$ cat src/rtl/spi_bridge_pkg.sv
// Shared constants and types for the SPI bridge command parser.
// Opcode and configuration values are fixed by the host protocol.
package spi_bridge_pkg;
    localparam logic [7:0] OP_I2C_READ  = 8'h01;
    localparam logic [7:0] OP_I2C_WRRD  = 8'h02;
    localparam logic [7:0] OP_I2C_WRWR  = 8'h03;
    localparam logic [7:0] OP_BUF_READ  = 8'h06;
    localparam logic [7:0] OP_SET_ORDER = 8'h18;
    localparam logic [7:0] OP_REG_WRITE = 8'h20;
    localparam logic [7:0] OP_REG_READ  = 8'h21;
    localparam logic [7:0] ORDER_LSB    = 8'h81;
    localparam logic [7:0] ORDER_MSB    = 8'h42;
    localparam logic [7:0] IDLE_BYTE    = 8'hFF;

    typedef enum logic [1:0] {
        KIND_READ = 2'd0,
        KIND_WRRD = 2'd1,
        KIND_WRWR = 2'd2
    } xfer_kind_e;

    typedef enum logic [3:0] {
        ST_OPC, ST_LEN1, ST_LEN2, ST_ADR1, ST_DAT1, ST_ADR2, ST_DAT2,
        ST_RADR, ST_RWDAT, ST_RDUM, ST_CFG, ST_BUF, ST_SKIP
    } parse_state_e;
endpackage

$ cat src/rtl/sbp_byte_link.sv
// Oversampling SPI mode-0 byte link.
// It synchronizes SCLK, CS_n and MOSI, shifts bytes in on rising SCLK and
// shifts bytes out on falling SCLK, in the selected bit order.
// The next transmit byte is loaded at the falling edge that ends a byte.
// Assumes an SCLK half-period of at least four clk cycles.
module sbp_byte_link (
    input  logic       clk,
    input  logic       rst_n,
    input  logic       sclk,
    input  logic       cs_n,
    input  logic       mosi,
    input  logic       lsb_first,
    input  logic [7:0] tx_next,
    output logic       miso,
    output logic       cs_active,
    output logic       rx_valid,
    output logic [7:0] rx_byte
);
    logic [2:0] sclk_p;
    logic [2:0] csn_p;
    logic [1:0] mosi_p;
    logic [2:0] bit_cnt;
    logic [7:0] rx_sh;
    logic [7:0] tx_sh;
    logic       rise;
    logic       fall;

    // Two-stage synchronizers plus one history stage for edge detection.
    always_ff @(posedge clk) begin
        if (!rst_n) begin
            sclk_p <= '0;
            csn_p  <= '1;
            mosi_p <= '0;
        end else begin
            sclk_p <= {sclk_p[1:0], sclk};
            csn_p  <= {csn_p[1:0], cs_n};
            mosi_p <= {mosi_p[0], mosi};
        end
    end

    assign rise      = sclk_p[1] & ~sclk_p[2];
    assign fall      = ~sclk_p[1] & sclk_p[2];
    assign cs_active = ~csn_p[1];

    // Bit counter, receive shifter and transmit shifter.
    always_ff @(posedge clk) begin
        if (!rst_n) begin
            bit_cnt  <= '0;
            rx_sh    <= '0;
            tx_sh    <= spi_bridge_pkg::IDLE_BYTE;
            rx_valid <= 1'b0;
        end else begin
            rx_valid <= 1'b0;
            if (!cs_active) begin
                bit_cnt <= '0;
                tx_sh   <= spi_bridge_pkg::IDLE_BYTE;
            end else if (rise) begin
                rx_sh    <= lsb_first ? {mosi_p[1], rx_sh[7:1]} : {rx_sh[6:0], mosi_p[1]};
                bit_cnt  <= bit_cnt + 3'd1;
                rx_valid <= (bit_cnt == 3'd7);
            end else if (fall) begin
                if (bit_cnt == 3'd0)
                    tx_sh <= tx_next;
                else
                    tx_sh <= lsb_first ? {1'b1, tx_sh[7:1]} : {tx_sh[6:0], 1'b1};
            end
        end
    end

    assign miso    = cs_active ? (lsb_first ? tx_sh[0] : tx_sh[7]) : 1'b1;
    assign rx_byte = rx_sh;
endmodule

$ cat src/rtl/sbp_local_regs.sv
// Local register bank: NUM_CFG writable configuration bytes at addresses
// 0..NUM_CFG-1, then NUM_STAT read-only status bytes. Other addresses read 0xFF.
// Reads are combinational, writes take one clock edge.
module sbp_local_regs #(
    parameter int NUM_CFG  = 4,
    parameter int NUM_STAT = 2
) (
    input  logic                  clk,
    input  logic                  rst_n,
    input  logic                  we,
    input  logic [7:0]            waddr,
    input  logic [7:0]            wdata,
    input  logic [7:0]            raddr,
    output logic [7:0]            rdata,
    input  logic [8*NUM_STAT-1:0] stat_in,
    output logic [8*NUM_CFG-1:0]  cfg_out
);
    for (genvar gi = 0; gi < NUM_CFG; gi++) begin : g_cfg
        // One configuration byte, written only when its own address matches.
        always_ff @(posedge clk) begin
            if (!rst_n)
                cfg_out[8*gi +: 8] <= 8'h00;
            else if (we && waddr == 8'(gi))
                cfg_out[8*gi +: 8] <= wdata;
        end
    end

    // Read multiplexer over configuration and status addresses.
    always_comb begin
        rdata = spi_bridge_pkg::IDLE_BYTE;
        for (int i = 0; i < NUM_CFG; i++)
            if (raddr == 8'(i)) rdata = cfg_out[8*i +: 8];
        for (int j = 0; j < NUM_STAT; j++)
            if (raddr == 8'(NUM_CFG + j)) rdata = stat_in[8*j +: 8];
    end
endmodule

$ cat src/rtl/sbp_cmd_fsm.sv
// Frame parser. The first byte of each frame is the opcode, and later bytes are
// steered by the parse state. It issues I2C descriptors and payload strobes,
// register accesses, buffer readback and the bit-order setting. It also
// computes the next MISO byte. Assumes rx_valid is a one-cycle strobe.
module sbp_cmd_fsm
    import spi_bridge_pkg::*;
#(
    parameter int MAX_XFER   = 96,
    parameter int RBUF_DEPTH = 96,
    localparam int RB_AW     = $clog2(RBUF_DEPTH),
    localparam int PTR_W     = $clog2(RBUF_DEPTH + 1)
) (
    input  logic             clk,
    input  logic             rst_n,
    input  logic             cs_active,
    input  logic             rx_valid,
    input  logic [7:0]       rx_byte,
    output logic [7:0]       tx_next,
    output logic             lsb_first,
    output logic             desc_valid,
    output logic [1:0]       desc_kind,
    output logic [6:0]       desc_addr1,
    output logic [6:0]       desc_addr2,
    output logic [7:0]       desc_len1,
    output logic [7:0]       desc_len2,
    output logic             wr_valid,
    output logic             wr_grp,
    output logic [7:0]       wr_data,
    output logic             reg_we,
    output logic [7:0]       reg_addr,
    output logic [7:0]       reg_rd_addr,
    input  logic [7:0]       reg_rd_data,
    output logic [RB_AW-1:0] rbuf_addr,
    input  logic [7:0]       rbuf_data
);
    parse_state_e state;
    xfer_kind_e   kind;
    logic [7:0]   remain;
    logic [7:0]   rd_hold;
    logic         is_read;
    logic [PTR_W-1:0] ptr;
    logic         take;
    logic         bad_len;

    assign take    = cs_active && rx_valid;
    assign bad_len = (rx_byte == 8'd0) || (rx_byte > 8'(MAX_XFER));

    // Parse state machine and captured frame fields.
    always_ff @(posedge clk) begin
        if (!rst_n) begin
            state      <= ST_OPC;
            kind       <= KIND_READ;
            remain     <= '0;
            rd_hold    <= IDLE_BYTE;
            is_read    <= 1'b0;
            ptr        <= '0;
            lsb_first  <= 1'b0;
            desc_valid <= 1'b0;
            desc_addr1 <= '0;
            desc_addr2 <= '0;
            desc_len1  <= '0;
            desc_len2  <= '0;
            reg_addr   <= '0;
        end else if (!cs_active) begin
            state      <= ST_OPC;
            desc_valid <= 1'b0;
        end else begin
            desc_valid <= 1'b0;
            if (take) begin
                unique case (state)
                    ST_OPC: begin
                        unique case (rx_byte)
                            OP_I2C_READ:  begin kind <= KIND_READ; state <= ST_LEN1; end
                            OP_I2C_WRRD:  begin kind <= KIND_WRRD; state <= ST_LEN1; end
                            OP_I2C_WRWR:  begin kind <= KIND_WRWR; state <= ST_LEN1; end
                            OP_BUF_READ:  begin ptr <= '0; state <= ST_BUF; end
                            OP_SET_ORDER: state <= ST_CFG;
                            OP_REG_WRITE: begin is_read <= 1'b0; state <= ST_RADR; end
                            OP_REG_READ:  begin is_read <= 1'b1; state <= ST_RADR; end
                            default:      state <= ST_SKIP;
                        endcase
                    end
                    ST_LEN1: begin
                        desc_len1 <= rx_byte;
                        if (bad_len)                state <= ST_SKIP;
                        else if (kind == KIND_READ) state <= ST_ADR1;
                        else                        state <= ST_LEN2;
                    end
                    ST_LEN2: begin
                        desc_len2 <= rx_byte;
                        state     <= bad_len ? ST_SKIP : ST_ADR1;
                    end
                    ST_ADR1: begin
                        desc_addr1 <= rx_byte[7:1];
                        if (kind == KIND_READ) begin
                            desc_valid <= 1'b1;
                            state      <= ST_SKIP;
                        end else begin
                            remain <= desc_len1;
                            state  <= ST_DAT1;
                        end
                    end
                    ST_DAT1: begin
                        remain <= remain - 8'd1;
                        if (remain == 8'd1) state <= ST_ADR2;
                    end
                    ST_ADR2: begin
                        desc_addr2 <= rx_byte[7:1];
                        if (kind == KIND_WRRD) begin
                            desc_valid <= 1'b1;
                            state      <= ST_SKIP;
                        end else begin
                            remain <= desc_len2;
                            state  <= ST_DAT2;
                        end
                    end
                    ST_DAT2: begin
                        remain <= remain - 8'd1;
                        if (remain == 8'd1) begin
                            desc_valid <= 1'b1;
                            state      <= ST_SKIP;
                        end
                    end
                    ST_RADR: begin
                        reg_addr <= rx_byte;
                        rd_hold  <= reg_rd_data;
                        state    <= is_read ? ST_RDUM : ST_RWDAT;
                    end
                    ST_RWDAT, ST_RDUM: state <= ST_SKIP;
                    ST_CFG: begin
                        if (rx_byte == ORDER_LSB)      lsb_first <= 1'b1;
                        else if (rx_byte == ORDER_MSB) lsb_first <= 1'b0;
                        state <= ST_SKIP;
                    end
                    ST_BUF: if (ptr != PTR_W'(RBUF_DEPTH)) ptr <= ptr + 1'b1;
                    default: state <= ST_SKIP;
                endcase
            end
        end
    end

    // Next byte to present on MISO, given the state after the last byte.
    always_comb begin
        tx_next = IDLE_BYTE;
        if (state == ST_RDUM)
            tx_next = rd_hold;
        else if (state == ST_BUF && ptr < PTR_W'(RBUF_DEPTH))
            tx_next = rbuf_data;
    end

    assign desc_kind   = kind;
    assign wr_valid    = take && (state == ST_DAT1 || state == ST_DAT2);
    assign wr_grp      = (state == ST_DAT2);
    assign wr_data     = rx_byte;
    assign reg_we      = take && (state == ST_RWDAT);
    assign reg_rd_addr = rx_byte;
    assign rbuf_addr   = ptr[RB_AW-1:0];
endmodule

$ cat src/rtl/spi_bridge_cmd_parser.sv
// Top of the SPI bridge command parser. It ties together the byte link, the
// frame parser and the local register bank. Single clock domain, synchronous
// active-low reset. The SPI pins are oversampled and must be slow relative to clk.
module spi_bridge_cmd_parser #(
    parameter int MAX_XFER   = 96,
    parameter int RBUF_DEPTH = 96,
    parameter int NUM_CFG    = 4,
    parameter int NUM_STAT   = 2,
    localparam int RB_AW     = $clog2(RBUF_DEPTH)
) (
    input  logic                  clk,
    input  logic                  rst_n,
    input  logic                  spi_sclk,
    input  logic                  spi_cs_n,
    input  logic                  spi_mosi,
    output logic                  spi_miso,
    output logic                  lsb_first,
    output logic                  desc_valid,
    output logic [1:0]            desc_kind,
    output logic [6:0]            desc_addr1,
    output logic [6:0]            desc_addr2,
    output logic [7:0]            desc_len1,
    output logic [7:0]            desc_len2,
    output logic                  wr_valid,
    output logic                  wr_grp,
    output logic [7:0]            wr_data,
    output logic [RB_AW-1:0]      rbuf_addr,
    input  logic [7:0]            rbuf_data,
    input  logic [8*NUM_STAT-1:0] stat_regs,
    output logic [8*NUM_CFG-1:0]  cfg_regs
);
    logic       cs_active;
    logic       rx_valid;
    logic [7:0] rx_byte;
    logic [7:0] tx_next;
    logic       reg_we;
    logic [7:0] reg_addr;
    logic [7:0] reg_rd_addr;
    logic [7:0] reg_rd_data;

    sbp_byte_link i_link (
        .clk(clk), .rst_n(rst_n), .sclk(spi_sclk), .cs_n(spi_cs_n), .mosi(spi_mosi),
        .lsb_first(lsb_first), .tx_next(tx_next), .miso(spi_miso),
        .cs_active(cs_active), .rx_valid(rx_valid), .rx_byte(rx_byte)
    );

    sbp_cmd_fsm #(.MAX_XFER(MAX_XFER), .RBUF_DEPTH(RBUF_DEPTH)) i_fsm (
        .clk(clk), .rst_n(rst_n), .cs_active(cs_active), .rx_valid(rx_valid),
        .rx_byte(rx_byte), .tx_next(tx_next), .lsb_first(lsb_first),
        .desc_valid(desc_valid), .desc_kind(desc_kind), .desc_addr1(desc_addr1),
        .desc_addr2(desc_addr2), .desc_len1(desc_len1), .desc_len2(desc_len2),
        .wr_valid(wr_valid), .wr_grp(wr_grp), .wr_data(wr_data),
        .reg_we(reg_we), .reg_addr(reg_addr), .reg_rd_addr(reg_rd_addr),
        .reg_rd_data(reg_rd_data), .rbuf_addr(rbuf_addr), .rbuf_data(rbuf_data)
    );

    sbp_local_regs #(.NUM_CFG(NUM_CFG), .NUM_STAT(NUM_STAT)) i_regs (
        .clk(clk), .rst_n(rst_n), .we(reg_we), .waddr(reg_addr), .wdata(rx_byte),
        .raddr(reg_rd_addr), .rdata(reg_rd_data), .stat_in(stat_regs),
        .cfg_out(cfg_regs)
    );
endmodule

$ cat config.mk
export PLATFORM = sky130hd
export DESIGN_NAME = spi_bridge_cmd_parser
export DESIGN_NICKNAME = d
export VERILOG_FILES = /design/src/rtl/spi_bridge_pkg.sv /design/src/rtl/sbp_byte_link.sv /design/src/rtl/sbp_local_regs.sv /design/src/rtl/sbp_cmd_fsm.sv /design/src/rtl/spi_bridge_cmd_parser.sv
export SDC_FILE = /design/constraint.sdc
export NUM_CORES = 1
export LEC_CHECK = 0
export CORE_MARGIN = 4
export CORE_UTILIZATION = 26
export DETAILED_ROUTE_END_ITERATION = 12
export HOLD_SLACK_MARGIN = 0.03
export PLACE_DENSITY = 0.52
export SLEW_MARGIN = 20
export SYNTH_ARGS = -nofsm -noshare
export SYNTH_HDL_FRONTEND = slang
export SYNTH_SLANG_ARGS = --single-unit
export TNS_END_PERCENT = 100
$ cat constraint.sdc
create_clock -name clk -period 1.9 [get_ports clk]
set_input_delay 0.38 -clock clk [delete_from_list [all_inputs] [get_ports clk]]
set_output_delay 0.38 -clock clk [all_outputs]
set_load 0.02 [all_outputs]
* Yosys cells after proc, flatten, opt, wreduce, memory -nomap -nowiden *
Cells that the tools add are included.

storage, ports and cells
  register bits = 129
  input bits = 29
  output and inout port bits = 84
  logic and storage cells = 149

operators by class
  add/subtract/negate cells = 3
  $lt $le $gt $ge = 2
  equal/unequal tests = 35
  mux-type cells = 37
  bitwise logic cells = 9
  reduce and logical (&&, ||, !) cells = 39

operators with widths
  cell                number
  $mux 8              13
  $pmux 4 s9          1
  $eq 8x2->1 const B  4
  $eq 8x1->1 const B  3
  $eq 8x3->1 const B  3
  $mux 4              6
  $pmux 8 s3          1
  $eq 4x3->1 const B  4
  $eq 4x4->1 const B  4
  $eq 8x6->1 const B  2
  $logic_not 8->1     2
  $pmux 4 s4          1
  $reduce_and 4->1    4
  $reduce_and 3->1    5
  $mux 7              2
  $pmux 7 s2          1
  $reduce_and 5->1    2
  $mux 1              9
  $reduce_or 3->1     3
  $eq 4x2->1 const B  2
  $eq 8x5->1 const B  1
  $eq 8x7->1 const B  1
  $eq 8x8->1 const B  1
  $gt 8x7->1 const B  1
  24 further kinds    49

* Depth between registers and ports, before layout *
  depth after elaboration = 7
  mapped depth = 8
  gate-level depth less buffers = 7

* Modules after synthesis *
From an unflattened synthesis, not the netlist that was laid out.

second synthesis, totals
  cells, all modules = 760
  area total of the unflattened synthesis = 6600.1 um^2

by module, submodules not included
  module          instances  cells an instance  area each (um^2)  seq. area each (um^2)
  sbp_cmd_fsm     1          459                3782.4            1401.3
  sbp_local_regs  1          174                1571.5            640.6
  sbp_byte_link   1          127                1246.2            540.5

* Worst setup path after synthesis *
OpenSTA, ideal clock, no wires.

  path kind = register -> register
  start point = register i_link.rx_sh[2] (netlist: i_link.rx_byte[2])
  end point = register i_fsm.rd_hold[4]
  setup time = 0.124 ns
  arrival = 1.885 ns
  setup slack = -0.109 ns
  cell stages (with the launch flop) = 7
  period minus slack after synthesis = 2.009 ns
  cell sequence = dfxtp_1 -> buf_2 -> or3b_2 -> or3_4 -> or3_1 -> o311ai_1 -> o21ai_1

between the ends
  longest elaborated chain between the ends = 7
  elaborated cells between the ends (all ways) = 12
  those cells by class = eq/ne: 5; mux: 6; reduce/logical: 1

RTL lines
  element                   RTL line              source
  start: declaration        sbp_byte_link.sv:23   logic [7:0] rx_sh;
  start signal: assignment  sbp_byte_link.sv:58   rx_sh <= lsb_first ? {mosi_p[1], rx_sh[7:1]} : {rx_sh[6:0], mosi_p[1]};
  $logic_not 8->1           sbp_local_regs.sv:32  if (raddr == 8'(i)) rdata = cfg_out[8*i +: 8];
  $mux 8 (4 in series)      sbp_local_regs.sv:32
  $mux 8                    sbp_local_regs.sv:34  if (raddr == 8'(NUM_CFG + j)) rdata = stat_in[8*j +: 8];
  $mux 8 *                  sbp_local_regs.sv:34
  end signal: assignment    sbp_cmd_fsm.sv:126    rd_hold <= reg_rd_data;
  end: declaration          sbp_cmd_fsm.sv:39     logic [7:0] rd_hold;

Mark *: on every way between the ends. The rest lies on a longest branch, timed or not.
A chain may end at the register's enable or synchronous reset.

* Worst setup path in the final report *
  start point = register i_fsm.state[1]
  end point = register i_fsm.kind[0] (netlist: i_fsm.desc_kind[0])

between the ends
  longest elaborated chain between the ends = 2

RTL lines
  element                            RTL line            source
  start: declaration                 sbp_cmd_fsm.sv:36   parse_state_e state;
  start signal: assignment           sbp_cmd_fsm.sv:91   state <= bad_len ? ST_SKIP : ST_ADR1;
  start signal: assignment           sbp_cmd_fsm.sv:127  state <= is_read ? ST_RDUM : ST_RWDAT;
  $logic_not 4->1                    sbp_cmd_fsm.sv:70   unique case (state)
  $reduce_and 4->1 (no source line)  --
  end signal: assignment             sbp_cmd_fsm.sv:73   OP_I2C_READ: begin kind <= KIND_READ; state <= ST_LEN1; end
  end signal: assignment             sbp_cmd_fsm.sv:74   OP_I2C_WRRD: begin kind <= KIND_WRRD; state <= ST_LEN1; end
  end signal: assignment             sbp_cmd_fsm.sv:75   OP_I2C_WRWR: begin kind <= KIND_WRWR; state <= ST_LEN1; end
  end: declaration                   sbp_cmd_fsm.sv:37   xfer_kind_e kind;

Every way passes these cells.

==> results.sh <==
export IMPL_outcome="completed"
export IMPL_power_internal_mw=4.79
export IMPL_criticalPathCategory="flop to flop"
export IMPL_core_um2=24200
export IMPL_syn_avg_cell_area_um2=8.29
export IMPL_synth_compound_area_share_pct=19.3
export IMPL_grt_pass1_wl_um=33900
export IMPL_synth_common_cells="129 x dfxtp_1, 96 x nor2_1, 73 x nand2_1, 64 x a21oi_1, 58 x mux2i_1"
export IMPL_drive_above_1_share_pct=18.7
export IMPL_synth_distinct_cells=70
export IMPL_die_area_um2=27100
export IMPL_skew_ns=0.00611
export IMPL_wl_um=21500
export IMPL_synth_top_area_cell="dfxtp_1"
export IMPL_hold_class="flop to flop"
export IMPL_synth_simple_area_share_pct=22.1
export IMPL_cp_required_ns=2.22
export IMPL_track_usage_pct=16.0
export IMPL_rsz0062_at_grt="no"
export IMPL_rows=57
export IMPL_hold_ws_ns=0.413
export IMPL_fin_crit_ns=1.86
export IMPL_clock_root_buffer="clkbuf_16"
export IMPL_route_detailed_drc=0
export IMPL_max_cap_viol_count=0
export IMPL_cts_tree="yes"
export IMPL_p_leak_nw=3.41
export IMPL_final_nets=959
export IMPL_grt_antenna_before_repair=0
export IMPL_vias_per_cell=4.90
export IMPL_area_growth_pct=41.7
export IMPL_async_flop_share_pct=0
export IMPL_setup_violations=0
export IMPL_clock_sinks=129
export IMPL_port_buffers=112
export IMPL_fin_ws_ns=0.0417
export IMPL_io_pins=113
export IMPL_wl_per_cell_um=17.1
export IMPL_synth_enable_flop_cells=0
export IMPL_grt_pass1_vias=5959
export IMPL_synth_fa_ha_area_share_pct=1.37
export IMPL_start_util_pct=26.3
export IMPL_synth_fp_nets=805
export IMPL_worstSkewPairLatency_ns=0.42
export IMPL_yosysMostFrequentCell="dfxtp_1"
export IMPL_antenna_cells=0
export IMPL_power_density_nw_per_um2=676
export IMPL_synth_top_area_share_pct=40.5
export IMPL_ys_warn_count=0
export IMPL_hold_violations=0
export IMPL_yosys_top_cells_area="dfxtp_1 41%, mux2i_1 9.1%, nor2_1 5.7%, a21oi_1 5.0%, nand2_1 4.3%"
export IMPL_synthMuxAreaShare_pct=10.2
export IMPL_cts_clk_slew_worst_paths_ns=0.05
export IMPL_seq_area_frac_synth_pct=40.5
export IMPL_drtIter0Drc=375
export IMPL_die_h_um=165
export IMPL_worstMarginPinSlew_ns=0.658
export IMPL_fmaxAchievable_mhz=538
export IMPL_power_frac_comb_pct=4.2
export IMPL_firstDrtPassIters=6
export IMPL_path_max_fanout=12
export IMPL_drtAntennaViolNets=0
export IMPL_finalMaxSlewViolations=0
export IMPL_endpoint_kind="flop"
export IMPL_ys_flop_type="dfxtp_1"
export IMPL_clock_power_share_pct=51.1
export IMPL_cp_start_kind="flop"
export IMPL_yosys_area_share_xor_xnor_pct=1.37
export IMPL_overflow=0
export IMPL_p_sw_share_pct=21.4
export IMPL_seqPwrFrac_pct=44.6
export IMPL_ys_ff_latch=129
export IMPL_clock_path_buffers=2
export IMPL_peakVddDrop_mv=0.434
export IMPL_synth_cells=769
export IMPL_slew_headroom_pct=55.8
export IMPL_cp_arrival_ns=2.18
export IMPL_synth_top_family_by_area="simple AND/OR/NAND/NOR gates"
export IMPL_cts_max_level=4
export IMPL_cts_inserted_buffers=17
export IMPL_p_sw_mw=1.31
export IMPL_period_share_pct=97.8
export IMPL_dpl_hpwl_um=15400
export IMPL_final_util_pct=37.2
export IMPL_fp_dieW_um=165
export IMPL_num_vias=6160
export IMPL_grt_max_degree=90
export IMPL_syn_cell_area_um2=6370
export IMPL_pre_cts_ws_ns=-0.0806
export IMPL_gp_congestion=0.854
flip-flops by register name (all words and copies together), names as in the netlist, 8 cells and up:
| name | flops |
|---|---|
| i_fsm.reg_addr | 8 |
| i_fsm.remain | 8 |
| i_regs.cfg_out | 32 |
| i_link.tx_sh | 8 |
| i_fsm.rd_hold | 8 |
| i_fsm.desc_len1 | 8 |
| i_link.rx_byte | 8 |
| i_fsm.desc_len2 | 8 |
routing by layer:
metal  global-route usage [%]  vias up  share of wire, %
met4                     4.27        0               1.4
li1                         -     3059                 -
met2                     24.5      134                46
met3                     3.67       25               4.7
met5                        0        -                 0
met1                     22.6     2942                48
kinds of logic after synthesis:
logic type	count (synthesis)
compound gates	193
xor+xnor	10
fa+ha+maj	7
buf+inv	79
flops	129
mux	64
simple gates	287
through the flow:
stage / area (um^2) / total power [mW] / cells / setup TNS, ns
final: 9030 / 6.10 / 1256 / 0
after global routing: 9030 / 6.31 / 1256 / 0
after CTS: 8880 / 6.18 / 1253 / -0.0509
after detailed placement: 8320 / 3.04 / 1225 / -0.966
after global placement: 8320 / 3.04 / 1225 / -0.274
after floorplan: 6390 / 2.90 / 769 / -0.00622
final cells by class:
type | instances | area [um^2]
clock buffers | 21 | 460
clock inverters | 7 | 87.6
fillers | 2524 | 15200
inverters | 14 | 52.6
multi-input cells | 561 | 3590
flip-flops and latches | 129 | 2600
well taps | 324 | 405
repair buffers | 200 | 1830
power groups by stage:
stage               Combinational, mW  Sequential (mW)  Clock (mW)
floorplan                       0.115             2.78           0
global placement                0.260             2.78           0
detailed placement              0.257             2.78           0
CTS                             0.258             2.72        3.20
global route                    0.280             2.72        3.31
finish                          0.259             2.72        3.12
critical path, stage by stage, from the launching register on:
cell,delay (ns)
dfxtp_2,0.35
buf_4,0.19
nor4_4,0.33
buf_4,0.19
nand2_1,0.11
nor3_2,0.24
a21oi_1,0.10
a211oi_1,0.24
placed cells by master, fill, tap and decap left out, drive strengths merged, types with 6 or more instances in the layout:
master,n
a211oi,19
a21oi,64
buf,91
clkbuf,21
clkdlybuf4s50,94
dfxtp,129
dlygate4sd2,10
ha,7
inv,14
mux2,6
mux2i,58
nand2,73
nand2b,8
nand3,21
nor2,97
nor2b,15
nor3,15
nor3b,6
nor4,8
o2111ai,8
o211ai,6
o21ai,46
o22a,8
o22ai,8
or3,9
xnor2,8
worst paths after layout:
| path | from | endpoint | slack [ns] | cells past startpoint |
|---|---|---|---|---|
| worst max-delay path | i_fsm.state[1] | i_fsm.desc_kind[0] | 0.04 | 7 |
| worst min-delay path | i_link.csn_p[0] | i_link.csn_p[1] | 0.41 | 1 |
| worst max register to register | i_fsm.state[1] | i_fsm.desc_kind[0] | 0.04 | 7 |
| worst min register to register | i_link.csn_p[0] | i_link.csn_p[1] | 0.41 | 1 |
repair_timing:
action | CTS | global route
buffers inserted | 0 | 3
cloned | 0 | 0
hold buffers | 0 | 0
resized for setup | 30 | 39
pin swaps | 0 | 4
endpoints found under the setup margin | 34 | 62
Note: power is estimated with default switching activity, not from simulation.
